File: src/rtl/i2c_tgt_pkg.sv
// Shared types and helpers for the I2C register-file target.
// Assumes byte-wide registers and an 8-bit word pointer.
package i2c_tgt_pkg;

    localparam int BYTE_W = 8;

    // Protocol engine states
    typedef enum logic [2:0] {
        ST_IDLE,    // bus free or not yet addressed
        ST_RX,      // shifting a byte in from the master
        ST_RX_ACK,  // driving ACK for a received byte
        ST_TX,      // shifting a byte out to the master
        ST_TX_ACK,  // sampling the master's ACK/NACK
        ST_SKIP     // ignoring the bus until START/STOP
    } eng_state_t;

    // Meaning of the byte currently being received
    typedef enum logic [1:0] {
        RX_DEVADDR,
        RX_PTR,
        RX_DATA
    } rx_kind_t;

    // Pointer advance: wrap from the last register, plain +1 elsewhere
    function automatic logic [BYTE_W-1:0] ptr_step(input logic [BYTE_W-1:0] p,
                                                   input logic [BYTE_W-1:0] last);
        return (p == last) ? '0 : p + 1'b1;
    endfunction

endpackage

File: src/rtl/i2c_line_sync.sv
// Two-flop synchroniser for SCL and SDA, with edge and bus-condition detect.
// Assumes clk runs at least 10x SCL so each level lasts several cycles.
// Idle bus (both high) is the reset value, so reset creates no false edge.
module i2c_line_sync (
    input  logic clk,
    input  logic rst_n,
    input  logic scl_in,
    input  logic sda_in,
    output logic sda_lvl,
    output logic scl_rise,
    output logic scl_fall,
    output logic start_det,
    output logic stop_det
);

    logic [1:0] scl_ff;
    logic [1:0] sda_ff;
    logic       scl_prev;
    logic       sda_prev;
    logic       scl_now;

    // Synchronise both lines and keep the previous synchronised level
    always_ff @(posedge clk) begin
        if (!rst_n) begin
            scl_ff   <= 2'b11;
            sda_ff   <= 2'b11;
            scl_prev <= 1'b1;
            sda_prev <= 1'b1;
        end else begin
            scl_ff   <= {scl_ff[0], scl_in};
            sda_ff   <= {sda_ff[0], sda_in};
            scl_prev <= scl_ff[1];
            sda_prev <= sda_ff[1];
        end
    end

    assign scl_now   = scl_ff[1];
    assign sda_lvl   = sda_ff[1];
    assign scl_rise  = scl_now & ~scl_prev;
    assign scl_fall  = ~scl_now & scl_prev;
    // START: SDA falls while SCL stays high; STOP: SDA rises while SCL high
    assign start_det = scl_now & scl_prev & sda_prev & ~sda_lvl;
    assign stop_det  = scl_now & scl_prev & ~sda_prev & sda_lvl;

endmodule

File: src/rtl/i2c_reg_bank.sv
// Byte register file shared by the bus engine and a system-side port.
// Assumes DEPTH is a power of two; out-of-range bus access is filtered
// by the engine. A system write takes priority over a bus write.
module i2c_reg_bank #(
    parameter  int DEPTH = 8,
    localparam int AW    = $clog2(DEPTH)
) (
    input  logic          clk,
    input  logic          rst_n,
    input  logic          bus_we,
    input  logic [AW-1:0] bus_addr,
    input  logic [7:0]    bus_wdata,
    input  logic [AW-1:0] bus_raddr,
    output logic [7:0]    bus_rdata,
    input  logic          sys_we,
    input  logic [AW-1:0] sys_addr,
    input  logic [7:0]    sys_wdata,
    output logic [7:0]    sys_rdata
);

    logic [7:0] regs [DEPTH];

    // Register storage with system-over-bus write priority
    always_ff @(posedge clk) begin
        for (int i = 0; i < DEPTH; i++) begin
            if (!rst_n) begin
                regs[i] <= '0;
            end else if (sys_we && sys_addr == AW'(i)) begin
                regs[i] <= sys_wdata;
            end else if (bus_we && bus_addr == AW'(i)) begin
                regs[i] <= bus_wdata;
            end
        end
    end

    assign bus_rdata = regs[bus_raddr];
    assign sys_rdata = regs[sys_addr];

endmodule

File: src/rtl/i2c_tgt_engine.sv
// I2C target protocol engine: address match, ACK, byte shifting and the
// volatile word pointer. Works from synchronised edges; all SDA changes
// are issued at a detected SCL fall, so they land while SCL is low.
module i2c_tgt_engine
    import i2c_tgt_pkg::*;
#(
    parameter  logic [6:0] TGT_ADDR = 7'h68,
    parameter  int         DEPTH    = 8,
    localparam int         AW       = $clog2(DEPTH),
    localparam logic [BYTE_W-1:0] LAST = BYTE_W'(DEPTH - 1)
) (
    input  logic              clk,
    input  logic              rst_n,
    input  logic              sda_lvl,
    input  logic              scl_rise,
    input  logic              scl_fall,
    input  logic              start_det,
    input  logic              stop_det,
    input  logic [BYTE_W-1:0] rd_data,
    output logic [AW-1:0]     rd_addr,
    output logic              wr_en,
    output logic [AW-1:0]     wr_addr,
    output logic [BYTE_W-1:0] wr_data,
    output logic              sda_oe
);

    eng_state_t        state_q;
    rx_kind_t          kind_q;
    logic [2:0]        cnt_q;
    logic              full_q;
    logic              rw_q;
    logic              mack_q;
    logic              oe_q;
    logic [BYTE_W-1:0] rxsh_q;
    logic [BYTE_W-1:0] txsh_q;
    logic [BYTE_W-1:0] ptr_q;
    logic [BYTE_W-1:0] sel_ptr;
    logic [BYTE_W-1:0] byte_at_sel;

    // Read address: next pointer while deciding on the master's ACK
    always_comb begin
        sel_ptr     = (state_q == ST_TX_ACK) ? ptr_step(ptr_q, LAST) : ptr_q;
        rd_addr     = sel_ptr[AW-1:0];
        byte_at_sel = (sel_ptr <= LAST) ? rd_data : '0;
    end

    // Store a data byte at the end of its ACK clock, in range only
    assign wr_en   = (state_q == ST_RX_ACK) && scl_fall && !start_det && !stop_det &&
                     (kind_q == RX_DATA) && (ptr_q <= LAST);
    assign wr_addr = ptr_q[AW-1:0];
    assign wr_data = rxsh_q;
    assign sda_oe  = oe_q;

    // Protocol sequencing; START and STOP override every state
    always_ff @(posedge clk) begin
        if (!rst_n) begin
            state_q <= ST_IDLE;
            kind_q  <= RX_DEVADDR;
            cnt_q   <= '0;
            full_q  <= 1'b0;
            rw_q    <= 1'b0;
            mack_q  <= 1'b0;
            oe_q    <= 1'b0;
            rxsh_q  <= '0;
            txsh_q  <= '0;
            ptr_q   <= '0;
        end else if (start_det) begin
            state_q <= ST_RX;
            kind_q  <= RX_DEVADDR;
            cnt_q   <= '0;
            full_q  <= 1'b0;
            oe_q    <= 1'b0;
        end else if (stop_det) begin
            state_q <= ST_IDLE;
            full_q  <= 1'b0;
            oe_q    <= 1'b0;
        end else begin
            case (state_q)
                ST_RX: begin
                    if (scl_rise) begin
                        rxsh_q <= {rxsh_q[BYTE_W-2:0], sda_lvl};
                        cnt_q  <= cnt_q + 1'b1;
                        full_q <= (cnt_q == 3'd7);
                    end else if (scl_fall && full_q) begin
                        full_q <= 1'b0;
                        if (kind_q == RX_DEVADDR && rxsh_q[7:1] != TGT_ADDR) begin
                            state_q <= ST_SKIP;
                        end else begin
                            oe_q    <= 1'b1;
                            rw_q    <= rxsh_q[0];
                            state_q <= ST_RX_ACK;
                        end
                    end
                end
                ST_RX_ACK: begin
                    if (scl_fall) begin
                        oe_q  <= 1'b0;
                        cnt_q <= '0;
                        case (kind_q)
                            RX_DEVADDR: begin
                                if (rw_q) begin
                                    txsh_q  <= byte_at_sel;
                                    oe_q    <= ~byte_at_sel[7];
                                    state_q <= ST_TX;
                                end else begin
                                    kind_q  <= RX_PTR;
                                    state_q <= ST_RX;
                                end
                            end
                            RX_PTR: begin
                                ptr_q   <= rxsh_q;
                                kind_q  <= RX_DATA;
                                state_q <= ST_RX;
                            end
                            default: begin
                                ptr_q   <= ptr_step(ptr_q, LAST);
                                state_q <= ST_RX;
                            end
                        endcase
                    end
                end
                ST_TX: begin
                    if (scl_fall) begin
                        cnt_q <= cnt_q + 1'b1;
                        if (cnt_q == 3'd7) begin
                            oe_q    <= 1'b0;
                            state_q <= ST_TX_ACK;
                        end else begin
                            txsh_q <= {txsh_q[BYTE_W-2:0], 1'b0};
                            oe_q   <= ~txsh_q[BYTE_W-2];
                        end
                    end
                end
                ST_TX_ACK: begin
                    if (scl_rise) begin
                        mack_q <= ~sda_lvl;
                    end else if (scl_fall) begin
                        if (mack_q) begin
                            ptr_q   <= ptr_step(ptr_q, LAST);
                            txsh_q  <= byte_at_sel;
                            oe_q    <= ~byte_at_sel[7];
                            cnt_q   <= '0;
                            state_q <= ST_TX;
                        end else begin
                            state_q <= ST_SKIP;
                        end
                    end
                end
                default: ;
            endcase
        end
    end

endmodule

File: src/rtl/i2c_regfile_target.sv
// Top level: I2C target over a byte register file with a system port.
// Assumes clk is at least 10x SCL and the pad logic turns sda_oe into an
// open-drain pull-down.
module i2c_regfile_target #(
    parameter  logic [6:0] TGT_ADDR = 7'h68,
    parameter  int         DEPTH    = 8,
    localparam int         AW       = $clog2(DEPTH)
) (
    input  logic          clk,
    input  logic          rst_n,
    input  logic          scl_in,
    input  logic          sda_in,
    output logic          sda_oe,
    input  logic          sys_we,
    input  logic [AW-1:0] sys_addr,
    input  logic [7:0]    sys_wdata,
    output logic [7:0]    sys_rdata
);

    logic          sda_lvl, scl_rise, scl_fall, start_det, stop_det;
    logic          bus_we;
    logic [AW-1:0] bus_addr, bus_raddr;
    logic [7:0]    bus_wdata, bus_rdata;

    i2c_line_sync u_sync (
        .clk       (clk),
        .rst_n     (rst_n),
        .scl_in    (scl_in),
        .sda_in    (sda_in),
        .sda_lvl   (sda_lvl),
        .scl_rise  (scl_rise),
        .scl_fall  (scl_fall),
        .start_det (start_det),
        .stop_det  (stop_det)
    );

    i2c_tgt_engine #(.TGT_ADDR(TGT_ADDR), .DEPTH(DEPTH)) u_engine (
        .clk       (clk),
        .rst_n     (rst_n),
        .sda_lvl   (sda_lvl),
        .scl_rise  (scl_rise),
        .scl_fall  (scl_fall),
        .start_det (start_det),
        .stop_det  (stop_det),
        .rd_data   (bus_rdata),
        .rd_addr   (bus_raddr),
        .wr_en     (bus_we),
        .wr_addr   (bus_addr),
        .wr_data   (bus_wdata),
        .sda_oe    (sda_oe)
    );

    i2c_reg_bank #(.DEPTH(DEPTH)) u_bank (
        .clk       (clk),
        .rst_n     (rst_n),
        .bus_we    (bus_we),
        .bus_addr  (bus_addr),
        .bus_wdata (bus_wdata),
        .bus_raddr (bus_raddr),
        .bus_rdata (bus_rdata),
        .sys_we    (sys_we),
        .sys_addr  (sys_addr),
        .sys_wdata (sys_wdata),
        .sys_rdata (sys_rdata)
    );

endmodule

File: config.mk
export PLATFORM = sky130hd
export DESIGN_NAME = i2c_regfile_target
export DESIGN_NICKNAME = d
export VERILOG_FILES = /design/src/rtl/i2c_tgt_pkg.sv /design/src/rtl/i2c_line_sync.sv /design/src/rtl/i2c_reg_bank.sv /design/src/rtl/i2c_tgt_engine.sv /design/src/rtl/i2c_regfile_target.sv
export SDC_FILE = /design/constraint.sdc
export NUM_CORES = 1
export LEC_CHECK = 0
export BUFFER_PORTS_ARGS = -buffer_cell sky130_fd_sc_hd__buf_4
export CORE_MARGIN = 2
export CORE_UTILIZATION = 38
export DETAILED_ROUTE_END_ITERATION = 10
export SLEW_MARGIN = 15
export SYNTH_ARGS = -nofsm -noshare
export SYNTH_HDL_FRONTEND = slang
export SYNTH_HIERARCHICAL = 1
export SYNTH_SLANG_ARGS = --single-unit
File: constraint.sdc
create_clock -name clk -period 5.6 [get_ports clk]
set_input_delay 1.12 -clock clk [delete_from_list [all_inputs] [get_ports clk]]
set_output_delay 1.12 -clock clk [all_outputs]
set_load 0.02 [all_outputs]
==> flow_summary.ini <==
[run_status]
run_status = completed

[layout]
area_delta_synth_final_pct = 9.31
final_cells = 778
fin_area_mm2 = 0.00686
final_common_cell = edfxtp_1
nFillCells = 1521
antennaDiodeCount = 0
most-common-layout-cells = edfxtp_1, nand2_1, dfxtp_1
drive_gt1_share_pct = 21.9
final_nets = 577

[synth]
synthSimpleGateAreaFrac_pct = 16.6
synth_top_family_by_area = multiplexers
synth_fa_ha_area_share_pct = 0.598
ys_seq_area_share_pct = 43.7
yosysTopAreaCell = edfxtp_1
synthArstFlopShare_pct = 0
synthMuxAreaShare_pct = 17.8
synth-seq-cells = 105
synthCells = 562
synth_area_leaders = edfxtp_1, dfxtp_1, mux4_2
ys.flop_type = edfxtp_1
synth-compound-area-share_pct = 16.9
synth_top_area_share_pct = 30.6
synth_edf_count = 64
synth_area_mm2 = 0.00627
ys.warnings.count = 6
synth_xor_area_share_pct = 0.558
avgSynthCellArea_um2 = 11.2
synth_nets = 581
yosysUniqueCellTypes = 75

[global_route]
grt_antenna_before_repair = 0
grt_pass1_wl_um = 27400
grt_pass1_vias = 4725
grt_max_degree = 40
overflow = 0
track_usage_pct = 20.4

[sta]
fin_hold_ws_ns = 0.407
hold_viol = 0
finalSetupViolCount = 0
slew_violations = 0
rsz0062_at_grt = no
slew_headroom_pct = 24.2
final.setup.tns_ns = 0
worst_slew_pin_slew_ns = 1.13
fmax_mhz = 238
final.min_clock_period_ns = 4.19
finalClockSkew_ns = 0.0107
post-route-period-util_pct = 74.9

[drt]
wl_um = 18100
drtPass1Iterations = 6
viasPerCell = 6.42
antenna_left = 0
wl_per_cell_um = 23.3
vias = 4995
drt_iter0_markers = 601
drc = 0

[critical_path]
critPathTopFamily = simple AND/OR/NAND/NOR gates
worst_path_largest_cell_delay_ns = 0.89
cp_num_buf_inv = 0
worstPathMaxFanout = 17
cp_cell_sequence = nor3b_2 -> nand2_1 -> xnor2_1 -> mux4_2 -> mux2_2 -> or4b_1 -> a22oi_1 -> o22ai_1 -> and3_1 -> a211oi_1
critPathArrivalTime_ns = 4.45
worstSetupPathType = reg2reg
cp_data_required_time_ns = 5.86
end_kind = flop
start_kind = flop
worst_path_max_delay_cell = xnor2_1

[power_and_ir_drop]
peakVddDrop_mv = 0.153
p_leak_nw = 2.27
intPower_w = 0.00127
p_seq_share_pct = 52.6
p_clk_share_pct = 37.6
swShare_pct = 23.7
powerDensity_mw_per_mm2 = 242
p_total_w = 0.00166
p_comb_share_pct = 9.8
netSwitchingPower_w = 0.000393

[clock_tree]
clock-sinks = 105
clock_path_buffers = 2
clockRootBuffer = clkbuf_16
clock_latency_ns = 0.36
clk_pin_slew_worst_paths_ns = 0.07
post_cts_resized = 0
cts_setup_buffers = 0
postCtsHoldBufs = 0
cts_buffers = 9
cts_tree = yes
h-tree-depth = 3

[floorplan]
start_util_pct = 39.2
rows = 46
core_area_mm2 = 0.0160
die_area_mm2 = 0.0176
fp.dieH_um = 133
die_w_um = 133
pin_count = 25

[worst_hold_path]
hold_path.class = reg2reg

[placement]
dp_hpwl_um = 12000
dp.cells = 763
placed_area_mm2 = 0.00657
gp_congestion = 0.881
io_buffers = 24

[job]
cap_violations = 0
state kept, by name, indices dropped and copies added, names as in the netlist, 2 cells and up:
register,count
u_engine/kind_q,2
u_bank/regs,64
u_engine/state_q,3
u_engine/ptr_q,8
u_engine/cnt_q,3
u_sync/scl_ff,2
u_sync/sda_ff,2
u_engine/txsh_q,7
u_engine/wr_data,8
power groups by stage:
| stage | combinational [W] | sequential (W) | clock, W |
|---|---|---|---|
| after floorplan | 0.000108 | 0.000879 | 0 |
| after global placement | 0.000159 | 0.000888 | 0 |
| after detailed placement | 0.000161 | 0.000890 | 0 |
| after CTS | 0.000161 | 0.000873 | 0.000628 |
| after global routing | 0.000171 | 0.000876 | 0.000654 |
| final | 0.000163 | 0.000873 | 0.000624 |
worst paths after layout:
path,depth (start not counted),slack [ns],end,start
worst max register to register,10,1.41,u_engine/sda_oe$_SDFFE_PP0P_,u_engine/state_q[0]$_SDFFE_PN0P_
worst max-delay path,10,1.41,u_engine/sda_oe$_SDFFE_PP0P_,u_engine/state_q[0]$_SDFFE_PN0P_
worst min-delay path,1,0.41,u_sync/scl_ff[1]$_SDFF_PN1_,u_sync/scl_ff[0]$_SDFF_PN1_
worst min register to register,1,0.41,u_sync/scl_ff[1]$_SDFF_PN1_,u_sync/scl_ff[0]$_SDFF_PN1_
per-layer routing:
metal  GRT usage [%]  routed length, µm  share of wire [%]  vias up
met4            6.87                431                2.4        0
li1                -                  -                  -     2212
met2            32.1               8470                 47      260
met3            4.29               1600                8.8       36
met5               0                  0                  0        -
met1            28.1               7640                 42     2487
kinds of logic (layout without fill, tap and decap cells):
| logic type | Yosys count | count (layout) |
|---|---|---|
| AOI/OAI and AO/OA | 138 | 138 |
| xor gates and xnor gates | 4 | 4 |
| adders and majority gates | 3 | 3 |
| buffers and inverters | 53 | 53 |
| DFF | 105 | 105 |
| muxes | 69 | 69 |
| and+or+nand+nor | 190 | 190 |
area by class of cell:
class                   count  area (µm²)  share of cell area [%]
multi-input cells         404        3300                    48.1
flip-flops and latches    105        2740                    40.0
well taps                 216         270                    3.94
repair buffers             32         240                    3.50
clock buffers               9         225                    3.28
clock inverters             6        60.1                   0.876
inverters                   6        22.5                   0.328
per-stage QoR:
stage,setup slack [ns],utilization [%]
after CTS,1.49,42.9
after global placement,1.68,41.1
after global routing,1.17,42.9
after floorplan,2.00,-
after detailed placement,1.51,41.1
final,1.41,42.9
synthesized netlist by cell type (all sizes together), types with 5 or more instances:
cell type  number
buf            30
a21oi          18
inv             5
o21ai          12
nand3b          5
nand2b         10
nand3          15
clkbuf         17
nor2           33
o22ai          26
o211ai          5
nor3           18
and3            6
mux2i          15
a211oi          7
mux2           22
mux4           32
nor2b           8
a22o           40
edfxtp         64
dfxtp          41
nand2          58
(Power assumes the default switching activity.)
